`src/rtl/xq_pkg.sv`:
```
package xq_pkg;
  localparam int unsigned KIND_W = 2;

  typedef enum logic [KIND_W-1:0] {
    XQ_BRANCH_FLAGS = 2'd0,
    XQ_MEM_ADDR     = 2'd1,
    XQ_JUMP_TGT     = 2'd2,
    XQ_SAFE_TOKEN   = 2'd3
  } xq_kind_e;
endpackage

```
`src/rtl/xq_ptr_ctrl.sv`:
```
module xq_ptr_ctrl #(
  parameter int unsigned DEPTH = 8,
  localparam int unsigned AW = (DEPTH > 1) ? $clog2(DEPTH) : 1,
  localparam int unsigned CW = $clog2(DEPTH + 1)
) (
  input  logic          clk_i,
  input  logic          rst_ni,
  input  logic          push_i,
  input  logic          pop_i,
  output logic [AW-1:0] wr_ptr_o,
  output logic [AW-1:0] rd_ptr_o,
  output logic [CW-1:0] occ_o,
  output logic          full_o,
  output logic          empty_o
);
  logic [AW-1:0] wr_q, rd_q;
  logic [CW-1:0] occ_q;

  function automatic logic [AW-1:0] wrap_inc(input logic [AW-1:0] p);
    return (p == AW'(DEPTH - 1)) ? '0 : p + AW'(1);
  endfunction

  always_ff @(posedge clk_i or negedge rst_ni) begin
    if (!rst_ni) begin
      wr_q  <= '0;
      rd_q  <= '0;
      occ_q <= '0;
    end else begin
      if (push_i) wr_q <= wrap_inc(wr_q);
      if (pop_i)  rd_q <= wrap_inc(rd_q);
      if (push_i && !pop_i)      occ_q <= occ_q + CW'(1);
      else if (pop_i && !push_i) occ_q <= occ_q - CW'(1);
    end
  end

  assign wr_ptr_o = wr_q;
  assign rd_ptr_o = rd_q;
  assign occ_o    = occ_q;
  assign full_o   = (occ_q == CW'(DEPTH));
  assign empty_o  = (occ_q == '0);
endmodule

```
`src/rtl/xq_transit.sv`:
```
module xq_transit #(
  parameter int unsigned DEPTH   = 8,
  parameter int unsigned LATENCY = 10,
  localparam int unsigned AW = (DEPTH > 1) ? $clog2(DEPTH) : 1,
  localparam int unsigned TW = $clog2(LATENCY + 1)
) (
  input  logic          clk_i,
  input  logic          rst_ni,
  input  logic          push_i,
  input  logic [AW-1:0] wr_ptr_i,
  input  logic [AW-1:0] rd_ptr_i,
  output logic          head_aged_o
);
  // first decrement happens on the edge after the write
  localparam logic [TW-1:0] LOAD = TW'(LATENCY - 1);

  logic [TW-1:0] tmr [DEPTH];

  for (genvar i = 0; i < DEPTH; i++) begin : g_slot
    logic [TW-1:0] t_q;
    always_ff @(posedge clk_i or negedge rst_ni) begin
      if (!rst_ni)                                t_q <= '0;
      else if (push_i && wr_ptr_i == AW'(i))      t_q <= LOAD;
      else if (t_q != '0)                         t_q <= t_q - TW'(1);
    end
    assign tmr[i] = t_q;
  end

  assign head_aged_o = (tmr[rd_ptr_i] == '0);
endmodule

```
`src/rtl/xq_store.sv`:
```
module xq_store #(
  parameter int unsigned DEPTH = 8,
  parameter int unsigned W     = 34,
  localparam int unsigned AW = (DEPTH > 1) ? $clog2(DEPTH) : 1
) (
  input  logic          clk_i,
  input  logic          we_i,
  input  logic [AW-1:0] waddr_i,
  input  logic [W-1:0]  wdata_i,
  input  logic [AW-1:0] raddr_i,
  output logic [W-1:0]  rdata_o
);
  logic [W-1:0] mem_q [DEPTH];

  always_ff @(posedge clk_i) begin
    if (we_i) mem_q[waddr_i] <= wdata_i;
  end

  assign rdata_o = mem_q[raddr_i];
endmodule

```
`src/rtl/xcore_msg_queue.sv`:
```
module xcore_msg_queue #(
  parameter int unsigned DEPTH   = 8,
  parameter int unsigned LATENCY = 10,
  parameter int unsigned DATA_W  = 32,
  localparam int unsigned KW = xq_pkg::KIND_W,
  localparam int unsigned EW = KW + DATA_W,
  localparam int unsigned AW = (DEPTH > 1) ? $clog2(DEPTH) : 1,
  localparam int unsigned CW = $clog2(DEPTH + 1)
) (
  input  logic              clk_i,
  input  logic              rst_ni,
  input  logic              enq_valid_i,
  input  logic [KW-1:0]     enq_kind_i,
  input  logic [DATA_W-1:0] enq_data_i,
  output logic              enq_stall_o,
  input  logic              deq_req_i,
  output logic [KW-1:0]     deq_kind_o,
  output logic [DATA_W-1:0] deq_data_o,
  output logic              deq_stall_o
);
  logic [AW-1:0] wr_ptr, rd_ptr;
  logic [CW-1:0] occ;
  logic          full, empty, head_aged, head_ok, push, pop;
  logic [EW-1:0] rd_entry;

  assign head_ok = head_aged && !empty;
  assign push    = enq_valid_i && !full;
  assign pop     = deq_req_i && head_ok;

  assign enq_stall_o = rst_ni && enq_valid_i && full;
  assign deq_stall_o = rst_ni && deq_req_i && !head_ok;

  xq_ptr_ctrl #(.DEPTH(DEPTH)) u_ptr (
    .clk_i, .rst_ni,
    .push_i(push), .pop_i(pop),
    .wr_ptr_o(wr_ptr), .rd_ptr_o(rd_ptr),
    .occ_o(occ), .full_o(full), .empty_o(empty)
  );

  xq_transit #(.DEPTH(DEPTH), .LATENCY(LATENCY)) u_transit (
    .clk_i, .rst_ni,
    .push_i(push), .wr_ptr_i(wr_ptr), .rd_ptr_i(rd_ptr),
    .head_aged_o(head_aged)
  );

  xq_store #(.DEPTH(DEPTH), .W(EW)) u_store (
    .clk_i,
    .we_i(push), .waddr_i(wr_ptr), .wdata_i({enq_kind_i, enq_data_i}),
    .raddr_i(rd_ptr), .rdata_o(rd_entry)
  );

  assign {deq_kind_o, deq_data_o} = rd_entry;
endmodule

```
`config.mk`:
```
export PLATFORM = sky130hd
export DESIGN_NAME = xcore_msg_queue
export DESIGN_NICKNAME = d
export VERILOG_FILES = /design/src/rtl/xq_pkg.sv /design/src/rtl/xq_ptr_ctrl.sv /design/src/rtl/xq_transit.sv /design/src/rtl/xq_store.sv /design/src/rtl/xcore_msg_queue.sv
export SDC_FILE = /design/constraint.sdc
export NUM_CORES = 1
export LEC_CHECK = 0
export CORE_AREA = 2 2 107 213
export CTS_CLUSTER_DIAMETER = 50
export DETAILED_ROUTE_END_ITERATION = 7
export DIE_AREA = 0 0 109 215
export PLACE_DENSITY = 0.85
export REMOVE_ABC_BUFFERS = 1
export SYNTH_ARGS = -nofsm -noshare
export SYNTH_HDL_FRONTEND = slang
export SYNTH_SLANG_ARGS = --single-unit
```
`constraint.sdc`:
```
create_clock -name clk_i -period 5.1 [get_ports clk_i]
set_input_delay 0.765 -clock clk_i [delete_from_list [all_inputs] [get_ports clk_i]]
set_output_delay 0.765 -clock clk_i [all_outputs]
set_load 0.005 [all_outputs]
```
==> flow_summary.yaml, run 1 <==
status:
  outcome: "finished clean"
finish:
  antennaDiodeCount: 0
  fin_nets: 815
  finalInstanceArea_sq_mm: 0.01467
  layout-drive-gt1-share: 0.2360
  final_core_util: 0.6707
  area_growth_pct: 15.44
synth:
  yosysTopAreaCell: "edfxtp_1"
  synth_cell_types: 44
  yosys_warnings: 0
  synth.avg_cell_area_sq_um: 19.40
  ys_ff_latch: 314
  ys.flop_type: "edfxtp_1"
  synth-async-reset-ratio: 0.1338
  syn_area_sq_mm: 0.01271
  synth_edf_count: 272
  synth_top_area_frac: 0.6428
  synth_most_common_cell: "edfxtp_1"
  ys_seq_area_frac: 0.7256
  yosys-top-cells-area: "edfxtp_1 64%, mux4_2 12%, dfrtp_1 8.3%"
  synth_cells: 655
  synth_common_cells: "272 x edfxtp_1, 68 x mux4_2, 42 x dfrtp_1"
floorplanning:
  io_pins: 74
  rows: 77
  core_area_sq_mm: 0.02187
  die_area_sq_mm: 0.02344
  initial_core_util: 0.5810
  die_y_um: 215
  die_w_um: 109
clock_tree:
  postCtsHoldBufs: 0
  cts_resized: 0
  htreeDepth: 1
  cts_root_buf: "clkbuf_16"
  clockBufferDepth: 3
  clkSlewWorstSetupHoldPaths_ns: 0.07
  clkLatencyLatePin_ns: 0.54
  cts_made_buffers: 26
  cts.sinks: 314
  cts_setup_buffers: 0
  cts_tree: "yes"
critical_path:
  required_ns: 4.34
  reg2regPathDepth: 12
  crit_fanout: 47
  crit_start: "u_ptr.rd_ptr_o[0]"
  startpoint_type: "flip-flop"
  crit_end: "deq_data_o[31]"
  r2r-start: "u_ptr.rd_ptr_o[1]"
  r2r_slack_ns: 1.80
  reg2reg_to: "u_ptr.occ_o[3]"
  arrival_ns: 3.37
  criticalPathCategory: "flip-flop to output pin"
  crit_path_end_kind: "output pin"
placement:
  routabilityCongestion: 0.7835
  place_hpwl_um: 14600
  portBuffers: 73
  dp_slack_ns: 1.524
  dpl-instance-area_sq_mm: 0.01381
detailed_routing:
  routedLengthMet1_um: 9357
  drt-pass1-iter-count: 5
  drt_wl_total_um: 25480
  met3WireLength_um: 1668
  via_per_inst: 6.136
  drtAntennaViolNets: 0
  drt-initial-drc-count: 475
  highest_layer: "met4"
  wl_met2_um: 13880
  wire_per_inst_um: 24.43
  drc: 0
  vias: 6400
min_path:
  hold_class: "input pin to async pin"
timing:
  drv_slew: 0
  hold_viol_final: 0
  hold-worst-slack_ns: 0.3867
  rsz0062_at_grt: "false"
  min_period_over_period: 0.8110
  finalClockSkew_ns: 0.007213
  fin_setup_tns_ns: 0
  max-slew-margin-rel: 0.2569
  clock.fmax_mhz: 241.8
  setup_ws_ns: 0.9641
  setup_viol: 0
  tightest_slew_ns: 1.115
  period_needed_ns: 4.136
grt:
  grt_antenna_before_repair: 0
  grt_pass1_wl_um: 39480
  grt-ovfl-total: 0
  grt_usage: 0.2266
  first_global_vias: 6916
  grt_max_degree: 77
power_and_ir_drop:
  leakage_nw: 4.999
  p_per_area_mw_per_mm2: 575.8
  peakVddDrop_mv: 0.4701
job:
  drv_cap: 0
[how the worst min path moves through the flow]
stage                                             to  slack [ns]
after floorplan                       u_ptr.occ_o[0]        0.47
after global placement                u_ptr.occ_o[3]        0.50
after detailed placement              u_ptr.occ_o[3]        0.49
after CTS                             u_ptr.occ_o[0]        0.42
after global routing                  u_ptr.occ_o[2]        0.48
final                     u_transit.g_slot[4].t_q[0]        0.39
[report_power, final]
group | switching [mW] | leakage, nW | total (mW) | internal [mW]
Combinational | 1.14 | 1.62 | 2.64 | 1.51
Clock | 0.870 | 0.414 | 1.99 | 1.12
Sequential | 0.516 | 2.96 | 3.81 | 3.29
Total | 2.52 | 5.00 | 8.45 | 5.92
[critical path: stages, from the launching register on]
cell and delay, ns:
dfrtp_4 0.99, buf_4 0.43, mux4_2 0.59, mux2_2 0.29, clkdlybuf4s50_1 0.46
[kinds of logic (layout without fill, tap and decap cells)]
family / after synthesis / after routing / synth area share
xor gates and xnor gates: 14 / 14 / 0.009651
and+or+nand+nor: 98 / 98 / 0.03594
muxes: 116 / 116 / 0.1626
buffers and inverters: 47 / 159 / 0.01832
DFF: 314 / 314 / 0.7256
AOI/OAI and AO/OA: 38 / 38 / 0.01979
adders and majority gates: 28 / 28 / 0.02816
[layout by cell type (no fill, tap or decap), types with 11 or more instances in the layout]
cell type and count:
mux4_2 68, nor2_1 26, buf_4 16, edfxtp_1 272
dfrtp_1 39, mux2_2 40, clkdlybuf4s50_1 72, inv_1 24
xnor2_1 11, ha_1 27, a21oi_1 13, nand2_1 35
clkbuf_16 26
[sequential cells by signal, summed over array words and instances (netlist names)]
register	count
u_ptr.rd_ptr_o	3
u_ptr.wr_ptr_o	3
u_ptr.occ_o	4
u_transit.g_slot.t_q	32
u_store.mem_q	272
[stage by stage]
stage	total power [mW]	std cells
after detailed placement	6.457	997
after floorplan	5.459	632
after CTS	8.512	1043
final	8.446	1043
after global routing	8.849	1043
after global placement	6.300	997
[routing by layer]
metal  track usage  up-vias
met2        0.3913      275
met5             0        -
met3       0.03731       48
met1        0.2903     3302
li1              -     2775
met4       0.07393        0
[area by class of cell]
class | instances | area [sq um]
fill | 1360 | 7202
sequential | 314 | 9228
inverter | 24 | 90.09
clock buffer | 33 | 696.9
clock inverter | 13 | 157.7
tap | 276 | 345.3
multi-input combinational | 294 | 3304
timing repair buffer | 89 | 845.8
Note: power is estimated with default switching activity, not from simulation.
==> run 2, diff against run 1 <==
clock period = 4.1 ns   (was 5.1 ns; I/O delays follow)
==> flow_summary.yaml, run 2 (synthesis gave the netlist of run 1 again) <==
timing:
  tightest_slew_ns: 0.8310
  period_needed_ns: 3.799
  rsz0062_at_grt: "false"
  hold_viol_final: 0
  drv_slew: 0
  setup_ws_ns: 0.3011
  max-slew-margin-rel: 0.4460
  finalClockSkew_ns: 0.01291
  fin_setup_tns_ns: 0
  min_period_over_period: 0.9266
  clock.fmax_mhz: 263.2
  setup_viol: 0
finish:
  area_growth_pct: 15.12
  final_cells: 1042
  seqCellArea_sq_mm: 0.009228
  multi_input_area_sq_mm: 0.003304
  fill_cells: 1358
  finalInstanceArea_sq_mm: 0.01463
  layout-drive-gt1-share: 0.2285
  largest_register_ffs: 272
  final_core_util: 0.6688
  largest_register: "u_store.mem_q"
  layout_commonest_cell: "edfxtp_1"
  antennaDiodeCount: 0
  fin_nets: 813
  layout_common_cells: "272 x edfxtp_1, 72 x clkdlybuf4s50_1, 68 x mux4_2"
critical_path:
  crit_path_end_kind: "output pin"
  crit_fanout: 55
  criticalPathCategory: "flip-flop to output pin"
  arrival_ns: 3.18
  r2r_slack_ns: 0.97
  cp_top_family: "flip-flops"
  reg2regPathDepth: 12
  critPathSlowestCell: "dfrtp_4"
  r2r-start: "u_ptr.rd_ptr_o[0]"
  reg2reg_to: "u_ptr.occ_o[3]"
  required_ns: 3.48
  worst_path_largest_cell_delay_ns: 0.97
  cp.depth: 4
  crit_chain: "buf_4, mux4_2, mux2_2, clkdlybuf4s50_1"
  crit_start: "u_ptr.rd_ptr_o[1]"
  critPathBufInv: 2
  startpoint_type: "flip-flop"
grt:
  grt_max_degree: 56
  grt-ovfl-total: 0
  grt_antenna_before_repair: 0
  grt_pass1_wl_um: 39450
  grt_usage: 0.2266
  first_global_vias: 6861
floorplanning:
  die_y_um: 215
  io_pins: 74
  core_area_sq_mm: 0.02187
  die_w_um: 109
  initial_core_util: 0.5810
  die_area_sq_mm: 0.02344
  rows: 77
clock_tree:
  postCtsHoldBufs: 0
  cts_resized: 0
  clockBufferDepth: 3
  cts_root_buf: "clkbuf_16"
  cts_setup_buffers: 0
  clkLatencyLatePin_ns: 0.53
  htreeDepth: 1
  cts_made_buffers: 26
  clkSlewWorstSetupHoldPaths_ns: 0.07
  cts_tree: "yes"
  cts.sinks: 314
job:
  drv_cap: 0
detailed_routing:
  drtAntennaViolNets: 0
  drt_wl_total_um: 25450
  drt-pass1-iter-count: 5
  drt-initial-drc-count: 477
  vias: 6357
  drc: 0
  via_per_inst: 6.101
  wire_per_inst_um: 24.42
placement:
  dp_cells: 995
  portBuffers: 73
  routabilityCongestion: 0.7254
  place_hpwl_um: 14130
  dpl-instance-area_sq_mm: 0.01384
  dp_slack_ns: 0.8781
min_path:
  hold_class: "input pin to async pin"
power_and_ir_drop:
  peakVddDrop_mv: 0.5022
  leakage_nw: 4.967
  p_per_area_mw_per_mm2: 708.7
status:
  outcome: "finished clean"
run 2: worst reg2reg max path, stage by stage, from the launching register on:
cell and delay, ns:
dfrtp_4 0.80, buf_4 0.47, nand3_1 0.15, o211ai_2 0.13
nand4_2 0.19, ha_1 0.25, inv_1 0.12, ha_1 0.24
a21o_1 0.16, a21oi_1 0.17, xnor2_1 0.13, nor2_1 0.07
xor2_1 0.14
run 2: cell type report:
type                       count  share of cell area
clock buffer                  33             0.04628
multi-input combinational    294              0.2259
timing repair buffer          87             0.05937
inverter                      24            0.006159
tap                          276             0.02361
clock inverter                14            0.007784
sequential                   314              0.6309
run 2: where the power goes:
part	switching, mW	internal [mW]	total, mW
clock network	1.08	1.24	2.32
registers	0.517	4.10	4.62
logic	1.54	1.88	3.43
run 2: through the flow:
stage	power (mW)	hold WS, ns
CTS	10.46	0.1912
finish	10.37	0.1713
global route	10.88	0.2285
detailed placement	8.072	0.5349
global placement	7.875	0.5073
floorplan	6.791	0.3194
run 2: metal layers:
layer | track usage | vias to the layer above | wire [um]
met3 | 0.03336 | 36 | 1633
li1 | - | 2770 | -
met4 | 0.04701 | 0 | 414
met5 | 0 | - | 0
met2 | 0.4089 | 232 | 14180
met1 | 0.2882 | 3319 | 9223
run 2: worst max path at each step:
stage	to	slack, ns
finish	deq_data_o[28]	0.30
global placement	deq_data_o[4]	0.93
floorplan	u_ptr.occ_o[3]	-0.82
global route	deq_data_o[4]	0.18
detailed placement	deq_data_o[3]	0.88
CTS	deq_data_o[3]	0.29
==> run 3, diff against run 2 <==
CELL_PAD_IN_SITES_DETAIL_PLACEMENT = 0   (was default)
CELL_PAD_IN_SITES_GLOBAL_PLACEMENT = 1   (was default)
CORE_AREA = 2 2 114 227   (was 2 2 107 213)
DIE_AREA = 0 0 116 229   (was 0 0 109 215)
==> flow_summary.yaml, run 3 (synthesis gave the netlist of run 1 again) <==
status:
  outcome: "finished clean"
power_and_ir_drop:
  peakVddDrop_mv: 0.5019
  p_per_area_mw_per_mm2: 697.5
  leakage_nw: 4.987
finish:
  fill_cells: 1864
  layout-drive-gt1-share: 0.2325
  largest_register: "u_store.mem_q"
  fin_nets: 816
  layout_commonest_cell: "edfxtp_1"
  final_cells: 1107
  final_core_util: 0.5930
  layout_common_cells: "272 x edfxtp_1, 72 x clkdlybuf4s50_1, 68 x mux4_2"
  largest_register_ffs: 272
  area_growth_pct: 15.88
critical_path:
  r2r_slack_ns: 0.97
  reg2reg_to: "u_ptr.occ_o[3]"
  criticalPathCategory: "flip-flop to output pin"
  required_ns: 3.48
  r2r-start: "u_ptr.rd_ptr_o[1]"
  arrival_ns: 3.13
  crit_path_end_kind: "output pin"
  startpoint_type: "flip-flop"
  reg2regPathDepth: 11
  crit_fanout: 34
grt:
  use_met1: 0.2442
  grt_pass1_wl_um: 36480
  grt_use_met3: 0.02699
  grt_usage: 0.1808
  use_met2: 0.3024
  first_global_vias: 6594
  grt-ovfl-total: 0
  grt_antenna_before_repair: 1
  top_usage_layer: "met2"
  grt_max_degree: 60
clock_tree:
  postCtsHoldBufs: 0
  clkLatencyLatePin_ns: 0.55
  cts_setup_buffers: 0
  htreeDepth: 1
  cts_made_buffers: 26
  cts_resized: 0
  cts_root_buf: "clkbuf_16"
  cts_tree: "yes"
  clkSlewWorstSetupHoldPaths_ns: 0.07
  clockBufferDepth: 3
  cts.sinks: 314
floorplanning:
  die_area_sq_mm: 0.02656
  die_w_um: 116
  initial_core_util: 0.5117
  rows: 82
  io_pins: 74
  die_y_um: 229
  core_area_sq_mm: 0.02483
timing:
  hold_viol_final: 0
  rsz0062_at_grt: "false"
  tightest_slew_ns: 0.8422
  finalClockSkew_ns: 0.01499
  drv_slew: 0
  max-slew-margin-rel: 0.4385
  setup_viol: 0
  clock.fmax_mhz: 266.9
  min_period_over_period: 0.9139
  fin_setup_tns_ns: 0
  period_needed_ns: 3.747
detailed_routing:
  drc: 0
  drt-initial-drc-count: 399
  drtAntennaViolNets: 0
  via_per_inst: 5.543
  drt_wl_total_um: 22980
  wire_per_inst_um: 20.76
  drt-pass1-iter-count: 4
  vias: 6136
placement:
  portBuffers: 73
  dp_cells: 1058
  routabilityCongestion: 0.7210
  place_hpwl_um: 13540
min_path:
  hold_class: "input pin to async pin"
job:
  drv_cap: 0
==> run 3: cell types whose count changed in the layout (fill, tap and decap cells not counted) <==
cell        previous run  this run
clkinv_1               5         7
bufinv_16              1         2
buf_12                 3         1
clkinv_4               2         0
buf_4                 11        16
clkinvlp_2             0         1
clkbuf_1               7         5
clkinv_2               3         4
diode_2                0         1
==> run 3: worst max path at each step <==
stage	start	endpoint	slack (ns)	cells past startpoint
after detailed placement	u_ptr.rd_ptr_o[0]	deq_data_o[14]	0.84	4
after CTS	u_ptr.rd_ptr_o[0]	deq_data_o[14]	0.26	4
final	u_ptr.rd_ptr_o[0]	deq_data_o[14]	0.35	4
after floorplan	u_ptr.rd_ptr_o[0]	u_ptr.occ_o[3]	-0.82	12
after global routing	u_ptr.rd_ptr_o[0]	deq_data_o[20]	0.15	4
after global placement	u_ptr.rd_ptr_o[0]	deq_data_o[8]	0.88	4
==> run 3: area by class of cell <==
type,instances,area (sq um),area share
Antenna cell,1,2.502,0.0001700
Tap cell,336,420.4,0.02855
Clock inverter,17,143.9,0.009772
Inverter,24,90.09,0.006118
Timing Repair Buffer,90,865.8,0.05880
Clock buffer,31,669.4,0.04546
Multi-Input combinational cell,294,3304,0.2244
Sequential cell,314,9228,0.6267
==> run 3: power breakdown <==
| group | internal [mW] | leakage (nW) | switching, mW |
|---|---|---|---|
| Combinational | 1.87 | 1.63 | 1.43 |
| Clock | 1.30 | 0.393 | 1.07 |
| Sequential | 4.10 | 2.96 | 0.507 |
==> run 3: worst max-delay path, stage by stage, from the launching register on <==
cell	delay, ns
dfrtp_4	0.85
buf_4	0.42
mux4_2	0.54
mux2_2	0.29
clkdlybuf4s50_1	0.45
==> run 3: stage by stage <==
stage	power [mW]	area, sq um	hold slack, ns	setup WS (ns)
3_3_place_gp	7.915	13910	0.5013	0.8793
6_report	10.27	14720	0.03901	0.3532
4_1_cts	10.41	14720	0.03701	0.2582
3_5_place_dp	8.025	13910	0.5011	0.8407
5_1_grt	10.87	14720	0.05966	0.1482
2_1_floorplan	6.791	12560	0.3194	-0.8152
==> run 3: metal layers <==
| metal | share of wire | up-vias | routed length [um] |
|---|---|---|---|
| met5 | 0 | - | 0 |
| met4 | 0.019 | 0 | 437 |
| met3 | 0.052 | 28 | 1191 |
| met2 | 0.52 | 163 | 11920 |
| met1 | 0.41 | 3165 | 9435 |
| li1 | - | 2780 | - |
